<file path="src/rtl/irq_relay_pkg.sv">
package irq_relay_pkg;

    localparam int ADDR_W     = 8;
    localparam int DATA_W     = 8;
    localparam int SYNC_DEPTH = 2;

    localparam logic [ADDR_W-1:0] CTRL_ADDR = 8'hC6;
    localparam logic [ADDR_W-1:0] STAT_ADDR = 8'hC7;

    localparam int GLB_EN_BIT = 0;
    localparam int SRC_EN_BIT = 5;
    localparam int FLAG_BIT   = 0;
    localparam int LEVEL_BIT  = 1;

    typedef struct packed {
        logic src_en;
        logic glb_en;
    } ctrl_t;

    typedef struct packed {
        logic level;
        logic flag;
    } stat_t;

    function automatic ctrl_t ctrl_from_byte(input logic [DATA_W-1:0] b);
        ctrl_t c;
        c.glb_en = b[GLB_EN_BIT];
        c.src_en = b[SRC_EN_BIT];
        return c;
    endfunction

    function automatic logic [DATA_W-1:0] ctrl_to_byte(input ctrl_t c);
        logic [DATA_W-1:0] b;
        b = '0;
        b[GLB_EN_BIT] = c.glb_en;
        b[SRC_EN_BIT] = c.src_en;
        return b;
    endfunction

    function automatic logic [DATA_W-1:0] stat_to_byte(input stat_t s);
        logic [DATA_W-1:0] b;
        b = '0;
        b[FLAG_BIT]  = s.flag;
        b[LEVEL_BIT] = s.level;
        return b;
    endfunction

    function automatic logic path_enabled(input ctrl_t c);
        return c.glb_en & c.src_en;
    endfunction

endpackage

</file>
<file path="src/rtl/irq_edge_sync.sv">
module irq_edge_sync #(
    parameter int DEPTH = 2
) (
    input  logic clk,
    input  logic rst,
    input  logic async_n,
    output logic level_n,
    output logic fall
);
    logic [DEPTH-1:0] chain_q;
    logic             prev_q;

    generate
        if (DEPTH == 1) begin : g_single
            always_ff @(posedge clk) begin
                if (rst) chain_q <= '1;
                else     chain_q <= async_n;
            end
        end else begin : g_multi
            always_ff @(posedge clk) begin
                if (rst) chain_q <= '1;
                else     chain_q <= {chain_q[DEPTH-2:0], async_n};
            end
        end
    endgenerate

    always_ff @(posedge clk) begin
        if (rst) prev_q <= 1'b1;
        else     prev_q <= chain_q[DEPTH-1];
    end

    assign level_n = chain_q[DEPTH-1];
    assign fall    = prev_q & ~chain_q[DEPTH-1];
endmodule

</file>
<file path="src/rtl/irq_regs.sv">
module irq_regs
    import irq_relay_pkg::*;
(
    input  logic              clk,
    input  logic              rst,
    input  logic              wr_en,
    input  logic              rd_en,
    input  logic [ADDR_W-1:0] addr,
    input  logic [DATA_W-1:0] wr_data,
    input  stat_t             stat,
    output ctrl_t             ctrl,
    output logic              rd_clr,
    output logic [DATA_W-1:0] rd_data
);
    ctrl_t             ctrl_q;
    logic [DATA_W-1:0] rd_q;
    logic [DATA_W-1:0] rd_mux;

    always_ff @(posedge clk) begin
        if (rst)                            ctrl_q <= '0;
        else if (wr_en && addr == CTRL_ADDR) ctrl_q <= ctrl_from_byte(wr_data);
    end

    always_comb begin
        unique case (addr)
            CTRL_ADDR: rd_mux = ctrl_to_byte(ctrl_q);
            STAT_ADDR: rd_mux = stat_to_byte(stat);
            default:   rd_mux = '0;
        endcase
    end

    always_ff @(posedge clk) begin
        if (rst)        rd_q <= '0;
        else if (rd_en) rd_q <= rd_mux;
    end

    assign ctrl    = ctrl_q;
    assign rd_clr  = rd_en && (addr == STAT_ADDR);
    assign rd_data = rd_q;
endmodule

</file>
<file path="src/rtl/irq_flag.sv">
module irq_flag (
    input  logic clk,
    input  logic rst,
    input  logic set,
    input  logic clr,
    input  logic en,
    output logic flag,
    output logic irq_n
);
    logic flag_q;

    always_ff @(posedge clk) begin
        if (rst)      flag_q <= 1'b0;
        else if (set) flag_q <= 1'b1;
        else if (clr) flag_q <= 1'b0;
    end

    assign flag  = flag_q;
    assign irq_n = ~(flag_q & en);
endmodule

</file>
<file path="src/rtl/irq_relay.sv">
module irq_relay
    import irq_relay_pkg::*;
(
    input  logic              clk,
    input  logic              rst,
    input  logic              remote_irq_n,
    input  logic              wr_en,
    input  logic              rd_en,
    input  logic [ADDR_W-1:0] addr,
    input  logic [DATA_W-1:0] wr_data,
    output logic [DATA_W-1:0] rd_data,
    output logic              irq_n
);
    logic  level_w;
    logic  fall_w;
    logic  en_w;
    logic  rd_clr_w;
    logic  flag_w;
    ctrl_t ctrl_w;
    stat_t stat_w;

    irq_edge_sync #(.DEPTH(SYNC_DEPTH)) u_sync (
        .clk     (clk),
        .rst     (rst),
        .async_n (remote_irq_n),
        .level_n (level_w),
        .fall    (fall_w)
    );

    assign stat_w.flag  = flag_w;
    assign stat_w.level = level_w;

    irq_regs u_regs (
        .clk     (clk),
        .rst     (rst),
        .wr_en   (wr_en),
        .rd_en   (rd_en),
        .addr    (addr),
        .wr_data (wr_data),
        .stat    (stat_w),
        .ctrl    (ctrl_w),
        .rd_clr  (rd_clr_w),
        .rd_data (rd_data)
    );

    assign en_w = path_enabled(ctrl_w);

    irq_flag u_flag (
        .clk   (clk),
        .rst   (rst),
        .set   (fall_w & en_w),
        .clr   (rd_clr_w),
        .en    (en_w),
        .flag  (flag_w),
        .irq_n (irq_n)
    );
endmodule

</file>
<file path="config.mk">
export PLATFORM = sky130hd
export DESIGN_NAME = irq_relay
export DESIGN_NICKNAME = d
export VERILOG_FILES = /design/src/rtl/irq_relay_pkg.sv /design/src/rtl/irq_edge_sync.sv /design/src/rtl/irq_regs.sv /design/src/rtl/irq_flag.sv /design/src/rtl/irq_relay.sv
export SDC_FILE = /design/constraint.sdc
export NUM_CORES = 1
export LEC_CHECK = 0
export BUFFER_PORTS_ARGS = -buffer_cell sky130_fd_sc_hd__buf_2
export CORE_AREA = 10 10 47 49
export DETAILED_ROUTE_END_ITERATION = 7
export DIE_AREA = 0 0 57 59
export GPL_TIMING_DRIVEN = 0
export PLACE_DENSITY = 0.67
export SETUP_SLACK_MARGIN = 0.1
export SLEW_MARGIN = 20
export SYNTH_ARGS = -nofsm -noshare
export SYNTH_HDL_FRONTEND = slang
export SYNTH_HIERARCHICAL = 1
export SYNTH_SLANG_ARGS = --single-unit
</file>
<file path="constraint.sdc">
create_clock -name clk -period 1.5 [get_ports clk]
set_clock_uncertainty 0.1 [all_clocks]
set_input_delay 0.225 -clock clk [delete_from_list [all_inputs] [get_ports clk]]
set_output_delay 0.225 -clock clk [all_outputs]
set_load 0.01 [all_outputs]
</file>
======== After elaboration in Yosys (flattened, before gate mapping) ========
Index checks and enable logic that the tools add are counted.
word-level totals
  flip-flop bits (word level) ............. 14
  output and inout bits ................... 9
  logic and storage cells ................. 20
cells by class
  eq/ne operators ......................... 2
  muxes and demuxes ....................... 3
  bitwise gates (word level) .............. 6
  reductions and logical operators ........ 3
operator list
  operator              number
  $eq A8 B8 Y1 const B  2
  $pmux W6 S2           1
  $and A1 B1 Y1         4
  $logic_and A1 B1 Y1   2
  $mux W1               2
  $not A1 Y1            2
  $reduce_bool A2 Y1    1

======== Depth between registers and ports, before layout ========
Gate-level depths: netlist (run 1).
  depth in word-level cells ............... 4
  mapped depth ............................ 4
  gate-level depth less buffers ........... 4

======== Cells and area by module ========
Netlist (run 1), hierarchy kept.
by module, submodules not included
  module         instances  cells each  area each (sq um)  sequential area each (sq um)
  irq_regs       1          35          314.1              100.1
  irq_edge_sync  1          7           85.1               60.1
  irq_flag       1          5           42.5               20.0
  irq_relay      1          2           12.5               0.0

======== Worst setup path after synthesis (run 1) ========
Ideal clock, no wire load.
  kind .................................... input -> register
  start point ............................. input addr[4]
  end point ............................... register u_flag.flag_q, in the netlist u_flag/flag
  library setup time ...................... 0.113 ns
  data arrival time ....................... 0.930 ns
  path slack .............................. 0.356 ns
  stages on the path ...................... 4
  path buffers ............................ 0
  cells stage by stage .................... and4bb_2 -> and4_4 -> nand2b_1 -> a21oi_2
between the ends
  word-level cells in the longest chain between the ends .. 3
ends and longest elaborated chain
  element                              RTL line         RTL
  start: declaration                   irq_relay.sv:9   input logic [ADDR_W-1:0] addr,
  $eq A8 B8 Y1                         irq_regs.sv:38   assign rd_clr = rd_en && (addr == STAT_ADDR);
  $logic_and A1 B1 Y1                  irq_regs.sv:38
  net rd_clr_w                         irq_relay.sv:17  logic rd_clr_w;
  $reduce_bool A2 Y1 (no source line)  -
  end signal: assignment               irq_flag.sv:13   if (rst) flag_q <= 1'b0;
  end signal: assignment               irq_flag.sv:14   else if (set) flag_q <= 1'b1;
  end signal: assignment               irq_flag.sv:15   else if (clr) flag_q <= 1'b0;
  end: declaration                     irq_flag.sv:10   logic flag_q;
The timed path passes the listed nets, and every way through them passes these cells.
A chain may end at the register's enable or synchronous reset.

======== Worst setup path after layout (run 1) ========
  start point ............................. register u_regs.ctrl_q (netlist bit u_regs/ctrl[0])
  end point ............................... output irq_n
between the ends
  word-level cells in the longest chain between the ends .. 3
ends and longest elaborated chain
  element                   RTL line             RTL
  start: declaration        irq_regs.sv:15       ctrl_t ctrl_q;
  start signal: assignment  irq_regs.sv:21       else if (wr_en && addr == CTRL_ADDR) ctrl_q <= ctrl_from_byte(wr_data);
  $and A1 B1 Y1             irq_relay_pkg.sv:49  return c.glb_en & c.src_en;
  net en_w                  irq_relay.sv:16      logic en_w;
  $and A1 B1 Y1             irq_flag.sv:19       assign irq_n = ~(flag_q & en);
  $not A1 Y1                irq_flag.sv:19
  end: declaration          irq_relay.sv:12      output logic irq_n
The timed path passes the listed nets, and every way through them passes these cells.

==> flow_summary.ini, run 1 <==
[place]
globalplace.congestion = 0.733
portBuffers = 18

[floorplan]
ioPinCount = 30
start_util = 0.324
die_height_um = 59
dieArea_um2 = 3360
core_area_um2 = 1400
die_x_um = 57
num_rows = 14

[detailed_routing]
drtIter0Drc = 3
vias = 426
wirelength_um = 1120
viasPerCell = 4.68
detail-route-antenna-nets = 0
drt_pass1_iterations = 4
drc = 0
wl_per_cell_um = 12.3

[timing]
drv_slew = 0
period_needed_ps = 1280
max_freq_ghz = 0.780
final.setup.tns_ps = 0
period_share = 0.854
hold_violations = 0
setup-violations-final = 0
rsz0062_at_grt = false

[worst_setup_path]
critPathArrivalTime_ps = 960
cpPeakStageDelay_ps = 380
worst_setup_path_start_kind = register
cp_max_fo = 4
path_class = register to output port
cp.required_ps = 1170
cp_slowest_cell = dfxtp_1
end_kind = output port
cp_cell_sequence = and2_1 > nand2_1 > buf_2

[yosys]
synth_xor_area_frac = 0
synthFlopType = dfxtp_1
seq_area_frac_synth = 0.397
synth-adder-area-share = 0
postSynthAreaPerCell_um2 = 9.27
synth_warnings = 6
synth.area.mux_share = 0
syn_area_um2 = 454
synth_edf_count = 0
synth-simple-area-share = 0.344
syn_inst = 49
ys_async_sr_fraction = 0
synth_seq_cells = 9
synth_cell_types = 21
synth_top_family_by_area = simple AND/OR/NAND/NOR gates
synth_compound_area_frac = 0.135

[clock_tree]
insertion_delay_ps = 260
htreeDepth = 1
clockBufferDepth = 2
clockRootBuffer = clkbuf_4
clk_pin_slew_ps = 70
cts_tree = done
cts_setup_buffers = 0
hold_buffers = 0
cts_resized = 0
cts_buffers = 3
cts.sinks = 9

[pwr]
cellLeakagePower_nw = 0.287
power_w = 0.000485
vdd_drop_max_v = 0.000494
p_per_area_nw_per_um2 = 802

[finish]
synthToLayoutAreaGrowth_pct = 33.3
final_common_cell = buf_2
drive_above_1_share = 0.387
nets = 97
layout_common_cells = 18 x buf_2, 9 x dfxtp_1, 5 x buf_4, 5 x conb_1
fillers = 162
n_antenna_cell = 0

[global_routing]
grt_max_degree = 10
grt.total_usage = 0.0659
grt_first_pass_wirelength_um = 1820
antenna_found_initial = 0
grt-ovfl-total = 0
grt_pass1_vias = 458

[hold_path]
hold_class = input port to register

[status]
status = complete, no violations

[job]
cap_violations = 0
## cell type report
cell class,instances,area (um2),area share
inverter,4,15.0,0.0248
multi-input combinational,35,236,0.390
tap,16,20.0,0.0331
buffer,5,37.5,0.0620
sequential,9,180,0.298
clock buffer,4,26.3,0.0434
timing repair buffer,18,90.1,0.149
## kinds of logic (layout without fill, tap and decap cells)
family / Yosys count / after routing
buf+inv: 9 / 31
other cells: 1 / 5
compound gates: 9 / 9
simple gates: 21 / 21
flops: 9 / 9
## path summary, 6_finish.rpt
kind	start	to	slack, ps	depth (start not counted)
worst max-delay path	u_regs/ctrl[0]	irq_n	220	3
worst min-delay path	remote_irq_n	u_sync/chain_q[0]	50	2
worst max register to register	u_flag/flag	u_regs/rd_data[0]	530	3
worst min register to register	u_sync/chain_q[0]	u_sync/chain_q[1]	310	1
## layer usage
metal | up-vias | GRT usage | part of all wire
li1 | 222 | - | -
met1 | 189 | 0.0659 | 0.39
met2 | 15 | 0.112 | 0.51
met3 | 0 | 0.0343 | 0.092
met4 | 0 | 0.0302 | 0
met5 | - | 0 | 0
## state kept, by name, indices dropped and copies added, names as in the netlist
signal and count:
u_regs/rd_data 3, u_regs/ctrl 2, u_sync/chain_q 2, u_flag/flag 1, u_sync/prev_q 1
## through the flow
step | instances | util | setup slack (ps) | hold WS, ps | area, um2
5_1_grt | 91 | 0.432 | 187 | 57.0 | 606
6_report | 91 | 0.432 | 218 | 48.6 | 606
2_1_floorplan | 53 | - | 356 | 187 | 469
3_5_place_dp | 87 | 0.413 | 187 | 296 | 579
3_3_place_gp | 87 | 0.413 | 202 | 287 | 579
4_1_cts | 91 | 0.432 | 207 | 44.2 | 606
## worst max-delay path, delay by kind of cell (launching register included)
family | cells | cell delay, ps
flip-flops | 1 | 380
AND/OR/NAND/NOR | 2 | 180
buffers and inverters | 1 | 140
## power breakdown
part	total, W	switching (W)	internal [W]
sequential	0.000243	0.00000115	0.000242
combinational	0.0000560	0.0000266	0.0000294
clock	0.000186	0.0000838	0.000102
total	0.000485	0.000112	0.000374
## cells in the mapped netlist, drive strengths merged, types with 2 or more instances
cell     instances  area, um2
a21oi            5       28.8
and3             3       18.8
and4bb           2       25.0
buf              5       37.5
dfxtp            9        180
inv              4       15.0
nand2            2       7.51
nand4            4       25.0
nand4bb          2       22.5
o31ai            2       15.0
or2              3       18.8
(Power assumes the default switching activity.)
==> run 2: changes to the inputs <==
Settings changed: PLACE_DENSITY 0.67 to 0.66, SYNTH_HIERARCHICAL 1 to unset.
==> run 2 against run 1 <==
Net effect:
- synthesized cell count decreased by 2.0%
- routed wire length fell by 1.9%
- register-to-register slack is essentially flat
- sequential power about the same
- clock-buffer cell count is the same
- sequential share of layout area up 1.0 points
- utilization shrank 1.4 points
- clock power down 3%
- fmax rose by 5.4%
- highest routed layer unchanged
- combinational power up 4.5%
- final cell count fell by 2.2%
==> flow_summary.ini, run 2 <==
[worst_setup_path]
reg2regPathDepth = 3
critPathArrivalTime_ps = 1250
cp_max_fo = 3
cpPeakStageDelay_ps = 550
cp.required_ps = 1530
r2r_setup_slack_ps = 520
timing.rr.start = u_regs.ctrl[0]
path_class = input port to register
cp_slowest_cell = or4b_4
end_kind = register
cp_cell_sequence = buf_2 > or4b_4 > o31ai_1 > a21oi_1
regToRegEndpoint = u_regs.rd_data[0]
worst_setup_path_start_kind = input port

[floorplan]
num_rows = 14
dieArea_um2 = 3360
die_height_um = 59
ioPinCount = 30
core_area_um2 = 1400
die_x_um = 57
start_util = 0.313

[finish]
final-instance-count-excl-fill = 89
multi_input_area_um2 = 233
layout_common_cells = 17 x buf_2, 9 x dfxtp_1, 6 x a21oi_1, 5 x buf_4, 5 x conb_1
nets = 95
largest_reg_flops = 3
fillers = 162
final_common_cell = buf_2
drive_above_1_share = 0.425
ff_latch_area_um2 = 180
synthToLayoutAreaGrowth_pct = 33.3
final_util = 0.418
n_antenna_cell = 0

[yosys]
synth_warnings = 0
synth.most_common_cell = dfxtp_1
syn_area_um2 = 439
synthFlopType = dfxtp_1
synth_seq_cells = 9
ys_async_sr_fraction = 0
synth_edf_count = 0
syn_inst = 48
synth_commonest_cells = 9 x dfxtp_1, 6 x a21oi_1, 5 x buf_4
yosys-top-cells-area = dfxtp_1 41%, buf_4 8.5%, a21oi_1 6.8%
seq_area_frac_synth = 0.410
yosysTopAreaCellShare = 0.410
postSynthAreaPerCell_um2 = 9.15
synth_top_area_cell = dfxtp_1
synth_cell_types = 17

[clock_tree]
cts_buffers = 3
clockRootBuffer = clkbuf_4
htreeDepth = 1
hold_buffers = 0
cts_setup_buffers = 0
clk_pin_slew_ps = 60
clockBufferDepth = 2
cts_tree = done
cts_resized = 0
insertion_delay_ps = 250
cts.sinks = 9

[timing]
hold_violations = 0
hold_ws_ps = 53.6
max_freq_ghz = 0.822
period_needed_ps = 1220
period_share = 0.811
setup-violations-final = 0
drv_slew = 0
final.setup.tns_ps = 0
setup_ws_ps = 284
rsz0062_at_grt = false

[global_routing]
busiest_layer = met2
met2_usage = 0.113
grt_first_pass_wirelength_um = 1880
use_met3 = 0.0300
grt_max_degree = 10
antenna_found_initial = 0
grt.total_usage = 0.0695
grt-ovfl-total = 0
grt_pass1_vias = 439
use_met1 = 0.0770

[detailed_routing]
viasPerCell = 4.57
drc = 0
wl_per_cell_um = 12.3
vias = 407
drt_pass1_iterations = 2
wirelength_um = 1090
drtIter0Drc = 5
detail-route-antenna-nets = 0

[place]
dpl_worst_slack_ps = 21.4
hpwlAfterDp_um = 930
dp_cells = 85
portBuffers = 17
globalplace.congestion = 0.805

[pwr]
p_switching_w = 0.000108
power_frac_seq = 0.504
cellLeakagePower_nw = 0.254
vdd_drop_max_v = 0.000559
clkPwrFrac = 0.375
p_comb_frac = 0.121
intPower_w = 0.000375
p_per_area_nw_per_um2 = 825
swShare = 0.224

[hold_path]
hold_start = remote_irq_n
hold_class = input port to register
hold_depth = 2
whs_endpoint = u_sync.chain_q[0]

[status]
status = complete, no violations

[job]
cap_violations = 0
-- run 2: cell type report --
class / count / share of cell area
plain buffers: 6 / 0.0705
clock buffers: 4 / 0.0449
multi-input cells: 37 / 0.397
flip-flops and latches: 9 / 0.308
well taps: 16 / 0.0342
repair buffers: 17 / 0.145
-- run 2: through the flow --
| step | cell area (um2) | total power, W |
|---|---|---|
| 6_report | 586 | 0.000483 |
| 5_1_grt | 586 | 0.000509 |
| 4_1_cts | 586 | 0.000490 |
| 3_5_place_dp | 559 | 0.000307 |
| 3_3_place_gp | 559 | 0.000305 |
| 2_1_floorplan | 454 | 0.000281 |
-- run 2: logic make-up after synthesis --
kind of cell / after synthesis / share of synthesized area
DFF: 9 / 0.410
and+or+nand+nor: 22 / 0.342
muxes: 1 / 0.0256
buffers and inverters: 6 / 0.0940
AOI/OAI and AO/OA: 9 / 0.120
other: 1 / 0.00854
-- run 2: worst max path at each step --
stage          slack [ps]              to  startpoint
5_1_grt               210  u_regs.ctrl[0]     addr[3]
3_3_place_gp           40     u_flag.flag     addr[3]
4_1_cts               280  u_regs.ctrl[0]     addr[3]
2_1_floorplan         210     u_flag.flag     addr[3]
6_report              280  u_regs.ctrl[0]     addr[3]
3_5_place_dp           20  u_regs.ctrl[0]     addr[3]
-- run 2: power by group through the flow --
stage               combinational (W)  sequential (W)  clock, W
floorplan                   0.0000326        0.000248         0
global placement            0.0000565        0.000249         0
detailed placement          0.0000578        0.000249         0
CTS                         0.0000580        0.000243  0.000189
global route                0.0000667        0.000244  0.000199
finish                      0.0000585        0.000243  0.000181
-- run 2: worst max-delay path, delay by kind of cell --
family,cells,cell delay [ps]
buffers and inverters,1,110
AO/OA/AOI/OAI,2,360
AND/OR/NAND/NOR,1,550
-- run 2: layer usage --
layer,up-vias,wire [um],share of wire
met2,12,569,0.52
met3,0,57,0.052
met5,-,0,0
met1,181,467,0.43
li1,214,-,-
met4,0,0,0
